<file path="config.mk">
export PLATFORM = sky130hd
export DESIGN_NAME = irqv_top
export DESIGN_NICKNAME = d
export VERILOG_FILES = /design/src/rtl/irqv_pkg.sv /design/src/rtl/irqv_cfg_regs.sv /design/src/rtl/irqv_pend.sv /design/src/rtl/irqv_arbiter.sv /design/src/rtl/irqv_out_stage.sv /design/src/rtl/irqv_top.sv
export SDC_FILE = /design/constraint.sdc
export NUM_CORES = 1
export LEC_CHECK = 0
export BUFFER_PORTS_ARGS = -buffer_cell sky130_fd_sc_hd__buf_4
export CORE_ASPECT_RATIO = 0.5
export CORE_MARGIN = 3
export CORE_UTILIZATION = 55
export DETAILED_ROUTE_END_ITERATION = 7
export PLACE_DENSITY_LB_ADDON = 0.12
export SYNTH_ARGS = -nofsm -noshare
export SYNTH_HDL_FRONTEND = slang
export SYNTH_SLANG_ARGS = --single-unit
export TNS_END_PERCENT = 20
</file>
<file path="constraint.sdc">
create_clock -name clk -period 79 [get_ports clk]
set_clock_uncertainty 0.1 [all_clocks]
set_input_delay 15.8 -clock clk [delete_from_list [all_inputs] [get_ports clk]]
set_output_delay 15.8 -clock clk [all_outputs]
set_load 0.01 [all_outputs]
</file>
<file path="src/rtl/irqv_pkg.sv">
package irqv_pkg;
  typedef enum logic [2:0] {
    CFG_SETEN  = 3'd0,
    CFG_CLREN  = 3'd1,
    CFG_PRIO   = 3'd2,
    CFG_GMASK  = 3'd3,
    CFG_THRESH = 3'd4
  } cfg_sel_e;
endpackage

</file>
<file path="src/rtl/irqv_cfg_regs.sv">
module irqv_cfg_regs #(
  parameter int N_SRC  = 32,
  parameter int PRIO_W = 5,
  parameter int IDX_W  = $clog2(N_SRC)
) (
  input  logic                           clk,
  input  logic                           rst,
  input  logic                           wr_en,
  input  logic [2:0]                     wr_sel,
  input  logic [IDX_W-1:0]               wr_idx,
  input  logic [N_SRC-1:0]               wr_data,
  output logic [N_SRC-1:0]               en_q,
  output logic [N_SRC-1:0][PRIO_W-1:0]   prio_q,
  output logic                           gmask_q,
  output logic [PRIO_W-1:0]              thresh_q
);
  import irqv_pkg::*;

  cfg_sel_e sel;
  assign sel = cfg_sel_e'(wr_sel);

  always_ff @(posedge clk) begin
    if (rst) begin
      en_q     <= '0;
      gmask_q  <= 1'b0;
      thresh_q <= '0;
    end else if (wr_en) begin
      case (sel)
        CFG_SETEN:  en_q     <= en_q | wr_data;
        CFG_CLREN:  en_q     <= en_q & ~wr_data;
        CFG_GMASK:  gmask_q  <= wr_data[0];
        CFG_THRESH: thresh_q <= wr_data[PRIO_W-1:0];
        default: ;
      endcase
    end
  end

  always_ff @(posedge clk) begin
    for (int i = 0; i < N_SRC; i++) begin
      if (rst)
        prio_q[i] <= '0;
      else if (wr_en && sel == CFG_PRIO && wr_idx == IDX_W'(i))
        prio_q[i] <= wr_data[PRIO_W-1:0];
    end
  end

  // written ones become enabled, written zeros keep their old value
  p_set_ones_r2: assert property (@(posedge clk) disable iff (rst)
    (wr_en && sel == CFG_SETEN) |=> ((en_q & $past(wr_data)) == $past(wr_data)));
  p_set_zeros_r2: assert property (@(posedge clk) disable iff (rst)
    (wr_en && sel == CFG_SETEN) |=> ((en_q & ~$past(wr_data)) == ($past(en_q) & ~$past(wr_data))));
  // written ones become disabled
  p_clr_ones_r3: assert property (@(posedge clk) disable iff (rst)
    (wr_en && sel == CFG_CLREN) |=> ((en_q & $past(wr_data)) == '0));
  // a priority write lands in the addressed slot
  p_prio_write_r6: assert property (@(posedge clk) disable iff (rst)
    (wr_en && sel == CFG_PRIO) |=> (prio_q[$past(wr_idx)] == $past(wr_data[PRIO_W-1:0])));
endmodule

</file>
<file path="src/rtl/irqv_pend.sv">
module irqv_pend #(
  parameter int N_SRC = 32,
  parameter int IDX_W = $clog2(N_SRC)
) (
  input  logic             clk,
  input  logic             rst,
  input  logic [N_SRC-1:0] irq_in,
  input  logic             clr_valid,
  input  logic [IDX_W-1:0] clr_idx,
  output logic [N_SRC-1:0] pend_q
);
  logic [N_SRC-1:0] irq_q;
  logic [N_SRC-1:0] rise;
  logic [N_SRC-1:0] clr_mask;

  assign rise = irq_in & ~irq_q;

  always_comb begin
    clr_mask = '0;
    if (clr_valid) clr_mask[clr_idx] = 1'b1;
  end

  always_ff @(posedge clk) begin
    if (rst) begin
      irq_q  <= '0;
      pend_q <= '0;
    end else begin
      irq_q  <= irq_in;
      pend_q <= (pend_q & ~clr_mask) | rise;
    end
  end

  // a captured edge stays pending on the next cycle
  p_edge_latched_r9: assert property (@(posedge clk) disable iff (rst)
    (irq_in != '0 && (irq_in & ~irq_q) != '0) |=> ((pend_q & $past(irq_in & ~irq_q)) == $past(irq_in & ~irq_q)));
endmodule

</file>
<file path="src/rtl/irqv_arbiter.sv">
module irqv_arbiter #(
  parameter int N_SRC  = 32,
  parameter int PRIO_W = 5,
  parameter int IDX_W  = $clog2(N_SRC)
) (
  input  logic                         clk,
  input  logic                         rst,
  input  logic [N_SRC-1:0]             pend,
  input  logic [N_SRC-1:0]             en,
  input  logic [N_SRC-1:0][PRIO_W-1:0] prio,
  input  logic                         gmask,
  input  logic [PRIO_W-1:0]            thresh,
  input  logic                         busy,
  output logic                         win_valid,
  output logic [IDX_W-1:0]             win_idx
);
  logic [N_SRC-1:0] below_thr;
  logic [N_SRC-1:0] cand;
  logic [PRIO_W-1:0] best_p;

  for (genvar g = 0; g < N_SRC; g++) begin : g_thr
    assign below_thr[g] = (thresh == '0) || (prio[g] < thresh);
  end

  assign cand = pend & en & below_thr & {N_SRC{~gmask & ~busy}};

  always_comb begin
    win_valid = 1'b0;
    win_idx   = '0;
    best_p    = '1;
    for (int i = 0; i < N_SRC; i++) begin
      if (cand[i] && (!win_valid || prio[i] < best_p)) begin
        win_valid = 1'b1;
        win_idx   = IDX_W'(i);
        best_p    = prio[i];
      end
    end
  end

  // no qualifying source beats the winner, ties go to the lower index
  always_ff @(posedge clk) begin
    if (!rst && win_valid) begin
      for (int i = 0; i < N_SRC; i++) begin
        if (cand[i]) begin
          p_best_prio_r5: assert (prio[win_idx] < prio[i] ||
                                  (prio[win_idx] == prio[i] && win_idx <= IDX_W'(i)))
            else $error("arbiter picked a worse source");
        end
      end
    end
  end

  // a winner under a nonzero threshold lies strictly below it
  p_thresh_r8: assert property (@(posedge clk) disable iff (rst)
    (win_valid && thresh != '0) |-> (prio[win_idx] < thresh));
  // only enabled sources win
  p_win_enabled_r1: assert property (@(posedge clk) disable iff (rst)
    win_valid |-> en[win_idx]);
endmodule

</file>
<file path="src/rtl/irqv_out_stage.sv">
module irqv_out_stage #(
  parameter int N_SRC    = 32,
  parameter int IDX_W    = $clog2(N_SRC),
  parameter int EXC_BASE = 16,
  parameter int EXC_W    = 6,
  parameter int ADDR_W   = 32
) (
  input  logic              clk,
  input  logic              rst,
  input  logic              win_valid,
  input  logic [IDX_W-1:0]  win_idx,
  input  logic              ack,
  input  logic              eoi,
  output logic              req_valid,
  output logic [EXC_W-1:0]  exc_num,
  output logic [ADDR_W-1:0] vec_addr,
  output logic              busy_q,
  output logic              clr_valid,
  output logic [IDX_W-1:0]  clr_idx
);
  logic              ack_fire;
  logic              take;
  logic [IDX_W-1:0]  cur_idx_q;
  logic [EXC_W-1:0]  exc_next;
  logic [ADDR_W-1:0] vec_next;

  assign ack_fire  = ack & req_valid;
  assign take      = win_valid & ~ack_fire;
  assign clr_valid = ack_fire;
  assign clr_idx   = cur_idx_q;
  assign exc_next  = EXC_W'(EXC_BASE) + EXC_W'(win_idx);
  assign vec_next  = {{(ADDR_W-EXC_W-2){1'b0}}, exc_next, 2'b00};

  always_ff @(posedge clk) begin
    if (rst) begin
      busy_q    <= 1'b0;
      req_valid <= 1'b0;
      cur_idx_q <= '0;
      exc_num   <= '0;
      vec_addr  <= '0;
    end else begin
      if (ack_fire)  busy_q <= 1'b1;
      else if (eoi)  busy_q <= 1'b0;
      req_valid <= take;
      if (take) begin
        cur_idx_q <= win_idx;
        exc_num   <= exc_next;
        vec_addr  <= vec_next;
      end else begin
        exc_num   <= '0;
        vec_addr  <= '0;
      end
    end
  end

  // presented numbers stay inside the peripheral range
  p_exc_range_r4: assert property (@(posedge clk) disable iff (rst)
    req_valid |-> (exc_num >= EXC_W'(EXC_BASE) && exc_num < EXC_W'(EXC_BASE + N_SRC)));
  p_idle_zero_r4: assert property (@(posedge clk) disable iff (rst)
    !req_valid |-> (exc_num == '0 && vec_addr == '0));
  // a taken request is withdrawn on the next edge
  p_ack_drop_r10: assert property (@(posedge clk) disable iff (rst)
    (ack && req_valid) |=> (!req_valid && busy_q));
endmodule

</file>
<file path="src/rtl/irqv_top.sv">
module irqv_top #(
  parameter int N_SRC    = 32,
  parameter int PRIO_W   = 5,
  parameter int IDX_W    = $clog2(N_SRC),
  parameter int EXC_BASE = 16,
  parameter int EXC_W    = 6,
  parameter int ADDR_W   = 32
) (
  input  logic              clk,
  input  logic              rst,
  input  logic [N_SRC-1:0]  irq_in,
  input  logic              cfg_we,
  input  logic [2:0]        cfg_sel,
  input  logic [IDX_W-1:0]  cfg_idx,
  input  logic [N_SRC-1:0]  cfg_data,
  input  logic              ack,
  input  logic              eoi,
  output logic              req_valid,
  output logic [EXC_W-1:0]  exc_num,
  output logic [ADDR_W-1:0] vec_addr
);
  logic [N_SRC-1:0]             en_q;
  logic [N_SRC-1:0][PRIO_W-1:0] prio_q;
  logic                         gmask_q;
  logic [PRIO_W-1:0]            thresh_q;
  logic [N_SRC-1:0]             pend_q;
  logic                         win_valid;
  logic [IDX_W-1:0]             win_idx;
  logic                         busy_q;
  logic                         clr_valid;
  logic [IDX_W-1:0]             clr_idx;

  irqv_cfg_regs #(.N_SRC(N_SRC), .PRIO_W(PRIO_W), .IDX_W(IDX_W)) u_cfg (
    .clk(clk), .rst(rst), .wr_en(cfg_we), .wr_sel(cfg_sel), .wr_idx(cfg_idx),
    .wr_data(cfg_data), .en_q(en_q), .prio_q(prio_q), .gmask_q(gmask_q),
    .thresh_q(thresh_q));

  irqv_pend #(.N_SRC(N_SRC), .IDX_W(IDX_W)) u_pend (
    .clk(clk), .rst(rst), .irq_in(irq_in), .clr_valid(clr_valid),
    .clr_idx(clr_idx), .pend_q(pend_q));

  irqv_arbiter #(.N_SRC(N_SRC), .PRIO_W(PRIO_W), .IDX_W(IDX_W)) u_arb (
    .clk(clk), .rst(rst), .pend(pend_q), .en(en_q), .prio(prio_q),
    .gmask(gmask_q), .thresh(thresh_q), .busy(busy_q),
    .win_valid(win_valid), .win_idx(win_idx));

  irqv_out_stage #(.N_SRC(N_SRC), .IDX_W(IDX_W), .EXC_BASE(EXC_BASE),
                   .EXC_W(EXC_W), .ADDR_W(ADDR_W)) u_out (
    .clk(clk), .rst(rst), .win_valid(win_valid), .win_idx(win_idx),
    .ack(ack), .eoi(eoi), .req_valid(req_valid), .exc_num(exc_num),
    .vec_addr(vec_addr), .busy_q(busy_q), .clr_valid(clr_valid),
    .clr_idx(clr_idx));

  // nothing is presented while a source is in service
  p_busy_quiet_r10: assert property (@(posedge clk) disable iff (rst)
    busy_q |-> !req_valid);
  // the global mask silences the output on the next edge
  p_gmask_r7: assert property (@(posedge clk) disable iff (rst)
    gmask_q |=> !req_valid);
endmodule

</file>
==> impl_metrics.env, run 1 <==
export IMPL_status="finished clean"
export IMPL_final_layout_size_suffix_gt1_share_pct=11.1
export IMPL_cts_hold_buffers=0
export IMPL_antenna_found_initial=1
export IMPL_grt_pass1_vias=18900
export IMPL_worstSetupEndpointType="flip-flop"
export IMPL_htreeDepth=1
export IMPL_gp_congestion=0.986
export IMPL_wirelength_microns=68900
export IMPL_postCtsSetupBuffers=0
export IMPL_firstDrtPassIters=5
export IMPL_ctsResizeCount=0
export IMPL_rsz0062_at_grt="false"
export IMPL_leakagePower_nw=9.37
export IMPL_crit_fanout=33
export IMPL_stdcell_area_sq_um=23400
export IMPL_dpl_hpwl_microns=48100
export IMPL_drc=0
export IMPL_peakVddDrop_v=0.0000167
export IMPL_cp_buffers_inverters=20
export IMPL_max_stage_delay_ps=830
export IMPL_ys_types=144
export IMPL_grt_use_total_pct=31.4
export IMPL_antenna_left=0
export IMPL_grt_pass1_wl_microns=107000
export IMPL_min_path_type="flip-flop to flip-flop"
export IMPL_clockBufferDepth=3
export IMPL_ys_ff_latch=275
export IMPL_netlist_top_cells_area="dfxtp_1, ha_1, mux2i_1"
export IMPL_worstPathArrival_ps=56320
export IMPL_syn_cell_area_sq_um=21800
export IMPL_fmax_mhz=17.9
export IMPL_start_kind="flip-flop"
export IMPL_num_rows=50
export IMPL_wl_per_cell_microns=21.1
export IMPL_cts_tree="built"
export IMPL_maxSlewHeadroom_pct=22.3
export IMPL_syn_instance_count=2703
export IMPL_fp_coreArea_sq_um=38200
export IMPL_grt_max_degree=169
export IMPL_worst_pin_slew_ps=1160
export IMPL_critical_path_top_delay_family="compound AO/OA/AOI/OAI gates"
export IMPL_die_w_microns=287
export IMPL_synth_edf_count=0
export IMPL_placed_cell_area_sq_um=22500
export IMPL_cpMostUsedCell="ha_1"
export IMPL_cpMaxStageDelayCell="o31ai_2"
export IMPL_clock_latency_ps=570
export IMPL_vias=20800
export IMPL_drv_cap=0
export IMPL_finalHoldViolations=0
export IMPL_fp_dieH_microns=147
export IMPL_yosysWarnings=0
export IMPL_synth_top_area_cell="dfxtp_1"
export IMPL_initial_core_util_pct=57.0
export IMPL_drt_iter0_markers=1924
export IMPL_n_fill_cell=3536
export IMPL_synth_ff_type="dfxtp_1"
export IMPL_layout_nets=2987
export IMPL_setup_tns_ps=0
export IMPL_post_route_period_util_pct=70.8
export IMPL_grt_overflow=0
export IMPL_path_clk_slew_ps=70
export IMPL_dieArea_sq_um=42100
export IMPL_vias_per_cell=6.39
export IMPL_root_buffer="clkbuf_16"
export IMPL_finalCriticalPeriod_ps=55950
export IMPL_synth_top_cells_by_count="dfxtp_1, a21oi_1, nor2_1"
export IMPL_area_growth_syn_to_layout_pct=7.41
export IMPL_clock_sinks=275
export IMPL_yosysTopAreaCellShare_pct=25.3
export IMPL_setup_viol=0
export IMPL_synth_yosys_seq_area_share_pct=25.3
export IMPL_cts_buffers=26
export IMPL_crit_type="flip-flop to flip-flop"
export IMPL_syn_area_per_cell_sq_um=8.05
export IMPL_yosysMostFrequentCell="dfxtp_1"
export IMPL_io_buffers=89
export IMPL_synth_async_reset_ratio_pct=0
export IMPL_p_per_area_nw_per_um2=17.0
export IMPL_cp_required_ps=79370
export IMPL_maxSlewViolCount=0
export IMPL_ios=116
==> logic make-up after synthesis <==
logic type / after synthesis / share of synthesized area, %
adders and majority gates: 203 / 11.6
other: 1 / 0.0172
AOI/OAI and AO/OA: 862 / 28.3
and+or+nand+nor: 936 / 21.5
muxes: 153 / 7.27
buffers and inverters: 262 / 5.68
xor gates and xnor gates: 11 / 0.443
DFF: 275 / 25.3
==> worst reg2reg max path: cells and delay by family, from the launching register on <==
kind,cells,cell delay (ps)
multiplexers,13,3380
flip-flops,1,330
AO/OA/AOI/OAI,114,26120
adder cells (fa/ha/maj),33,9350
buffers and inverters,20,1560
AND/OR/NAND/NOR,68,15010
==> layout by cell type (no fill, tap or decap), drive strengths merged, types with 9 or more instances in the layout <==
cell type	count
nand2	215
mux2i	135
a311oi	40
nand4	15
nor2	256
maj3	9
a21oi	261
inv	119
a21boi	24
dfxtp	275
a221oi	12
a31oi	23
nand2b	106
o2111a	13
o211ai	29
or2	33
nand3	109
o221ai	13
clkbuf	36
o21bai	9
o21ai	164
o31ai	14
a21o	27
and2	20
or3	25
nor2b	59
nor3	39
a211oi	28
o22ai	19
conb	26
buf	104
mux2	18
o2111ai	41
o21a	31
a31o	12
and3	20
ha	194
==> worst paths after layout <==
kind / cells after the start / endpoint / startpoint / slack [ps]
worst max-delay path: 248 / u_out.clr_idx[4]$_SDFFE_PP0P_ / u_cfg.thresh_q[0]$_SDFFE_PP0P_ / 23050
worst min-delay path: 2 / u_cfg.prio_q[100]$_SDFFE_PP0P_ / u_cfg.prio_q[100]$_SDFFE_PP0P_ / 360
worst min register to register: 2 / u_cfg.prio_q[100]$_SDFFE_PP0P_ / u_cfg.prio_q[100]$_SDFFE_PP0P_ / 360
worst max register to register: 248 / u_out.clr_idx[4]$_SDFFE_PP0P_ / u_cfg.thresh_q[0]$_SDFFE_PP0P_ / 23050
==> final cells by class <==
class / count / area (sq um) / area share [%]
inverters: 117 / 439 / 1.88
well taps: 520 / 651 / 2.78
repair buffers: 105 / 795 / 3.40
diodes: 1 / 2.50 / 0.0107
clock inverters: 13 / 124 / 0.530
clock buffers: 35 / 714 / 3.06
multi-input cells: 2191 / 15100 / 64.8
flip-flops and latches: 275 / 5510 / 23.6
==> per-layer routing <==
metal  global-route usage [%]  wire [microns]  share of wire [%]  vias up
met5                        0               0                  0        -
met4                     8.08            1890                2.7        0
met3                     4.12            4450                6.5      120
met2                     48.8           29900                 43      769
met1                     45.8           32700                 47     9945
li1                         -               -                  -     9985
==> power breakdown <==
| part | switching, mW | internal, mW | total [mW] |
|---|---|---|---|
| clock | 0.0608 | 0.0677 | 0.129 |
| sequential | 0.00357 | 0.143 | 0.146 |
| combinational | 0.0770 | 0.0449 | 0.122 |
==> through the flow <==
| step | std cells | util, % | hold WS (ps) | power (mW) | setup slack, ps |
|---|---|---|---|---|---|
| 2_1_floorplan | 2728 | - | 336 | 0.237 | 29850 |
| 3_5_place_dp | 3208 | 59.0 | 348 | 0.267 | 23950 |
| 4_1_cts | 3256 | 61.2 | 358 | 0.395 | 23710 |
| 6_report | 3257 | 61.2 | 360 | 0.396 | 23050 |
| 5_1_grt | 3257 | 61.2 | 380 | 0.416 | 18020 |
| 3_3_place_gp | 3208 | 59.0 | 343 | 0.267 | 25240 |
No activity file was read; power rests on OpenSTA's default activity.
==> run 2, diff against run 1 <==
==> constraint.sdc (replaced) <==
create_clock -name clk -period 45.8 [get_ports clk]
set_clock_uncertainty 0.1 [all_clocks]
set_input_delay 9.16 -clock clk [delete_from_list [all_inputs] [get_ports clk]]
set_output_delay 9.16 -clock clk [all_outputs]
set_load 0.01 [all_outputs]
==> run 2 against run 1 <==
Against the previous run: the run now ends with setup timing left; combinational power rose by 110%; worst hold slack better by 6.3 ps; wire length is 5.4% higher; total power up 85%; final cell count rose by 6.0%; register-to-register slack got worse by 23000 ps; sequential power grew 73%; fmax up 22%; die area unchanged; design area is 11% higher; global-route usage rose by 1.7 points; via count up 4.5%; highest routed layer unchanged.
==> impl_metrics.env, run 2 (synthesized netlist as in run 1, its figures left out) <==
export IMPL_maxSlewHeadroom_pct=23.9
export IMPL_worstPathArrival_ps=46320
export IMPL_clock_latency_ps=570
export IMPL_worst_pin_slew_ps=1130
export IMPL_root_buffer="clkbuf_16"
export IMPL_wirelength_microns=72600
export IMPL_grt_pass1_vias=20200
export IMPL_wl_per_cell_microns=21.0
export IMPL_vias=21700
export IMPL_final_util_pct=67.8
export IMPL_cts_buffers=26
export IMPL_grt_use_total_pct=33.1
export IMPL_rrSetupSlack_ps=-140
export IMPL_io_buffers=89
export IMPL_status="complete, but fails checks"
export IMPL_drt_iter0_markers=1947
export IMPL_grt_overflow=0
export IMPL_post_route_period_util_pct=100
export IMPL_use_met3_pct=4.27
export IMPL_holdPathStages=2
export IMPL_ios=116
export IMPL_cp_required_ps=46180
export IMPL_fp_coreArea_sq_um=38200
export IMPL_crit_type="flip-flop to flip-flop"
export IMPL_final_layout_size_suffix_gt1_share_pct=21.7
export IMPL_firstDrtPassIters=5
export IMPL_layout_nets=3183
export IMPL_cp_buffers_inverters=27
export IMPL_ff2ff_path_depth=256
export IMPL_num_rows=50
export IMPL_gp_congestion=0.992
export IMPL_grt_max_degree=121
export IMPL_cp_depth=256
export IMPL_peakVddDrop_v=0.0000232
export IMPL_start_kind="flip-flop"
export IMPL_max_stage_delay_ps=540
export IMPL_dp_slack_ps=-1810
export IMPL_path_clk_slew_ps=70
export IMPL_critical_path_top_delay_family="compound AO/OA/AOI/OAI gates"
export IMPL_drc=0
export IMPL_htreeDepth=1
export IMPL_vias_per_cell=6.30
export IMPL_finalCriticalPeriod_ps=45940
export IMPL_die_w_microns=287
export IMPL_cpMaxStageDelayCell="or4_4"
export IMPL_mostFrequentLayoutCells="buf_4, dfxtp_1, nor2_1, a21oi_1, nand2_1"
export IMPL_grt_util_met2_pct=53.6
export IMPL_finalNonFillerCells=3453
export IMPL_final_common_cell="buf_4"
export IMPL_p_per_area_nw_per_um2=28.4
export IMPL_grt_pass1_wl_microns=113000
export IMPL_post_place_cells=3320
export IMPL_violations="setup timing"
export IMPL_clockBufferDepth=3
export IMPL_setup_viol=10
export IMPL_antenna_left=0
export IMPL_fin_ws_ps=-142
export IMPL_maxSlewViolCount=0
export IMPL_fmax_mhz=21.8
export IMPL_leakagePower_nw=10.4
export IMPL_area_growth_syn_to_layout_pct=19.0
export IMPL_holdWs_ps=366
export IMPL_finalHoldViolations=0
export IMPL_clock_sinks=275
export IMPL_dieArea_sq_um=42100
export IMPL_min_path_type="flip-flop to flip-flop"
export IMPL_cts_tree="built"
export IMPL_fp_dieH_microns=147
export IMPL_met1_usage_pct=45.9
export IMPL_busiest_layer="met2"
export IMPL_drv_cap=0
export IMPL_cts_hold_buffers=0
export IMPL_antenna_found_initial=2
export IMPL_initial_core_util_pct=57.0
export IMPL_rsz0062_at_grt="true"
export IMPL_crit_fanout=8
export IMPL_worstSetupEndpointType="flip-flop"
export IMPL_dpl_hpwl_microns=49900
run 2: cell count changes in the layout (fill, tap and decap cells not counted), sizes merged:
cell	change
inv	-3
diode	+1
bufinv	+1
clkinvlp	+1
buf	+196
run 2: stage by stage:
step                setup TNS, ps  power [mW]  instance area [sq um]
floorplan                       0       0.418                  22400
global placement            -7300       0.480                  23900
detailed placement         -19240       0.481                  23900
CTS                             0       0.716                  25300
global route               -28390       0.769                  25900
finish                       -820       0.735                  25900
run 2: worst paths after layout:
check                            startpoint                             to
max          u_cfg.thresh_q[2]$_SDFFE_PP0P_  u_out.clr_idx[0]$_SDFFE_PP0P_
max reg2reg  u_cfg.thresh_q[2]$_SDFFE_PP0P_  u_out.clr_idx[0]$_SDFFE_PP0P_
min reg2reg   u_cfg.prio_q[90]$_SDFFE_PP0P_  u_cfg.prio_q[90]$_SDFFE_PP0P_
min           u_cfg.prio_q[90]$_SDFFE_PP0P_  u_cfg.prio_q[90]$_SDFFE_PP0P_
run 2: tightest hold or removal path, cell delays in order, from the launching register on:
cell and delay [ps]:
dfxtp_1 310, nand2_1 50, a21oi_1 50
run 2: power breakdown:
group | internal [mW] | switching [mW]
combinational | 0.105 | 0.152
clock | 0.126 | 0.100
sequential | 0.246 | 0.00650
total | 0.476 | 0.259
run 2: area by class of cell:
cell class | count | area (sq um)
Antenna cell | 2 | 5.00
Clock buffer | 35 | 746
Clock inverter | 12 | 119
Fill cell | 3257 | 12300
Inverter | 117 | 447
Multi-Input combinational cell | 2191 | 16100
Sequential cell | 275 | 5510
Tap cell | 520 | 651
Timing Repair Buffer | 301 | 2280
run 2: layer usage:
| layer | vias up | wire [microns] |
|---|---|---|
| met2 | 791 | 32900 |
| met1 | 10400 | 32500 |
| met5 | - | 0 |
| met4 | 0 | 2360 |
| met3 | 157 | 4840 |
| li1 | 10400 | - |
run 2: what timing repair did:
item | CTS | global route
pin swaps | 37 | 70
hold endpoints to repair | 0 | 0
setup endpoints to repair | 11 | 11
setup buffers | 46 | 38
gates resized for setup | 46 | 52
==> run 3, diff against run 2 <==
--- a/config.mk
+++ b/config.mk
@@ -10,7 +10,9 @@
 export CORE_MARGIN = 3
 export CORE_UTILIZATION = 55
 export DETAILED_ROUTE_END_ITERATION = 7
+export MAX_ROUTING_LAYER = met4
 export PLACE_DENSITY_LB_ADDON = 0.12
+export SETUP_SLACK_MARGIN = 0.5
 export SYNTH_ARGS = -nofsm -noshare
 export SYNTH_HDL_FRONTEND = slang
 export SYNTH_SLANG_ARGS = --single-unit
==> run 3 against run 2 <==
Against the previous run: first-iteration DRC count increased by 4.0%; the run now ends clean; critical endpoint is now u_out.clr_idx[4]$_SDFFE_PP0P_; die area stayed put; via count rose by 1.7%.
==> impl_metrics.env, run 3 (synthesized netlist as in run 1, its figures left out) <==
export IMPL_ios=116
export IMPL_rsz0062_at_grt="true"
export IMPL_max_stage_delay_ps=550
export IMPL_grt_max_degree=121
export IMPL_grt_pass1_vias=20100
export IMPL_crit_type="flip-flop to flip-flop"
export IMPL_critical_path_top_delay_family="compound AO/OA/AOI/OAI gates"
export IMPL_path_clk_slew_ps=70
export IMPL_io_buffers=89
export IMPL_holdPathStages=2
export IMPL_final_layout_size_suffix_gt1_share_pct=26.1
export IMPL_wl_per_cell_microns=21.5
export IMPL_holdWs_ps=363
export IMPL_rrSetupSlack_ps=370
export IMPL_finalHoldViolations=0
export IMPL_worstHoldStart="u_cfg.prio_q[90]$_SDFFE_PP0P_"
export IMPL_firstDrtPassIters=5
export IMPL_ff2ff_path_depth=253
export IMPL_clock_latency_ps=570
export IMPL_cts_tree="built"
export IMPL_cp_required_ps=46170
export IMPL_drt_iter0_markers=2025
export IMPL_grt_overflow=0
export IMPL_maxSlewHeadroom_pct=21.1
export IMPL_setup_tns_ps=0
export IMPL_grt_pass1_wl_microns=113000
export IMPL_htreeDepth=1
export IMPL_p_per_area_nw_per_um2=28.8
export IMPL_layout_nets=3218
export IMPL_whs_endpoint="u_cfg.prio_q[90]$_SDFFE_PP0P_"
export IMPL_cts_hold_buffers=0
export IMPL_antenna_left=0
export IMPL_area_growth_syn_to_layout_pct=23.0
export IMPL_fmax_mhz=22.0
export IMPL_mostFrequentLayoutCells="buf_4, dfxtp_1, a21oi_1, nor2_1, nand2_1"
export IMPL_wirelength_microns=75000
export IMPL_dpl_hpwl_microns=50500
export IMPL_die_w_microns=287
export IMPL_leakagePower_nw=10.6
export IMPL_post_place_cells=3306
export IMPL_worstSetupEndpointType="flip-flop"
export IMPL_min_path_type="flip-flop to flip-flop"
export IMPL_drc=0
export IMPL_num_rows=50
export IMPL_n_fill_cell=3133
export IMPL_finalNonFillerCells=3486
export IMPL_post_route_period_util_pct=99.2
export IMPL_finalCriticalPeriod_ps=45430
export IMPL_vias_per_cell=6.35
export IMPL_fp_dieH_microns=147
export IMPL_peakVddDrop_v=0.0000207
export IMPL_initial_core_util_pct=57.0
export IMPL_root_buffer="clkbuf_16"
export IMPL_crit_fanout=7
export IMPL_clockBufferDepth=3
export IMPL_status="finished clean"
export IMPL_cp_depth=253
export IMPL_dieArea_sq_um=42100
export IMPL_multiInputGateArea_sq_um=16700
export IMPL_r2r_end="u_out.clr_idx[4]$_SDFFE_PP0P_"
export IMPL_final_common_cell="buf_4"
export IMPL_cp_buffers_inverters=27
export IMPL_gp_congestion=1.02
export IMPL_cpMaxStageDelayCell="or4_4"
export IMPL_cts_buffers=27
export IMPL_clock_sinks=275
export IMPL_worstPathArrival_ps=45810
export IMPL_setup_viol=0
export IMPL_maxSlewViolCount=0
export IMPL_vias=22100
export IMPL_fp_coreArea_sq_um=38200
export IMPL_regArea_sq_um=5510
export IMPL_worst_pin_slew_ps=1170
export IMPL_cpMostUsedCell="ha_4"
export IMPL_rr_startpoint="u_cfg.prio_q[2]$_SDFFE_PP0P_"
export IMPL_total_power_mw=0.770
export IMPL_grt_use_total_pct=34.0
export IMPL_start_kind="flip-flop"
export IMPL_antenna_found_initial=1
export IMPL_drv_cap=0
-- run 3: cell types whose count changed in the layout (fill, tap and decap cells not counted), sizes merged --
cell      previous run  this run
inv                116       119
bufinv               2         3
clkinv               7         4
buf                300       334
clkinvlp             4         3
diode                2         1
-- run 3: per-stage QoR --
stage | area [sq um] | util (%) | worst slack, ps
2_1_floorplan | 22600 | - | 374
3_3_place_gp | 24000 | 62.8 | -847
3_5_place_dp | 24000 | 62.8 | -1820
4_1_cts | 25400 | 66.6 | 503
5_1_grt | 26800 | 70.1 | -1660
6_report | 26800 | 70.1 | 368
-- run 3: routing by layer --
layer,up-vias,GRT usage [%],part of all wire (%)
met5,-,-,0
met4,0,9.60,3.1
met2,894,53.2,46
li1,10400,-,-
met3,176,3.99,7.3
met1,10600,46.4,44
-- run 3: worst max-delay path by stage --
stage	start	endpoint
after floorplan	u_cfg.thresh_q[2]$_SDFFE_PP0P_	u_out.clr_idx[4]$_SDFFE_PP0P_
after global routing	u_cfg.thresh_q[1]$_SDFFE_PP0P_	u_out.clr_idx[4]$_SDFFE_PP0P_
after CTS	u_cfg.thresh_q[2]$_SDFFE_PP0P_	u_out.clr_idx[4]$_SDFFE_PP0P_
after global placement	u_cfg.thresh_q[2]$_SDFFE_PP0P_	u_out.clr_idx[4]$_SDFFE_PP0P_
after detailed placement	u_cfg.thresh_q[2]$_SDFFE_PP0P_	u_out.clr_idx[4]$_SDFFE_PP0P_
final	u_cfg.prio_q[2]$_SDFFE_PP0P_	u_out.clr_idx[4]$_SDFFE_PP0P_
-- run 3: cell type report --
cell class / instances / area share [%]
inverters: 117 / 1.71
well taps: 520 / 2.43
clock buffers: 35 / 2.79
flip-flops and latches: 275 / 20.6
repair buffers: 335 / 9.46
clock inverters: 12 / 0.613
diodes: 1 / 0.00935
multi-input cells: 2191 / 62.4
-- run 3: repair_timing --
action / CTS / global route
buffers inserted: 46 / 86
setup endpoints to repair: 11 / 11
pin swaps: 39 / 156
resized for setup: 42 / 149
gates cloned: 0 / 0
-- run 3: report_power, final --
group          switching, mW  leakage (nW)  internal, mW
registers            0.00698          2.24         0.246
logic                  0.162          7.93         0.118
clock network          0.104         0.443         0.133
-- run 3: worst register-to-register path, delay by kind of cell, from the launching register on --
kind                     cells  cell delay [ps]
AND/OR/NAND/NOR             67            11730
adder cells (fa/ha/maj)     34             8330
flip-flops                   1              470
buffers and inverters       27             2420
multiplexers                13             3030
AO/OA/AOI/OAI              112            19260
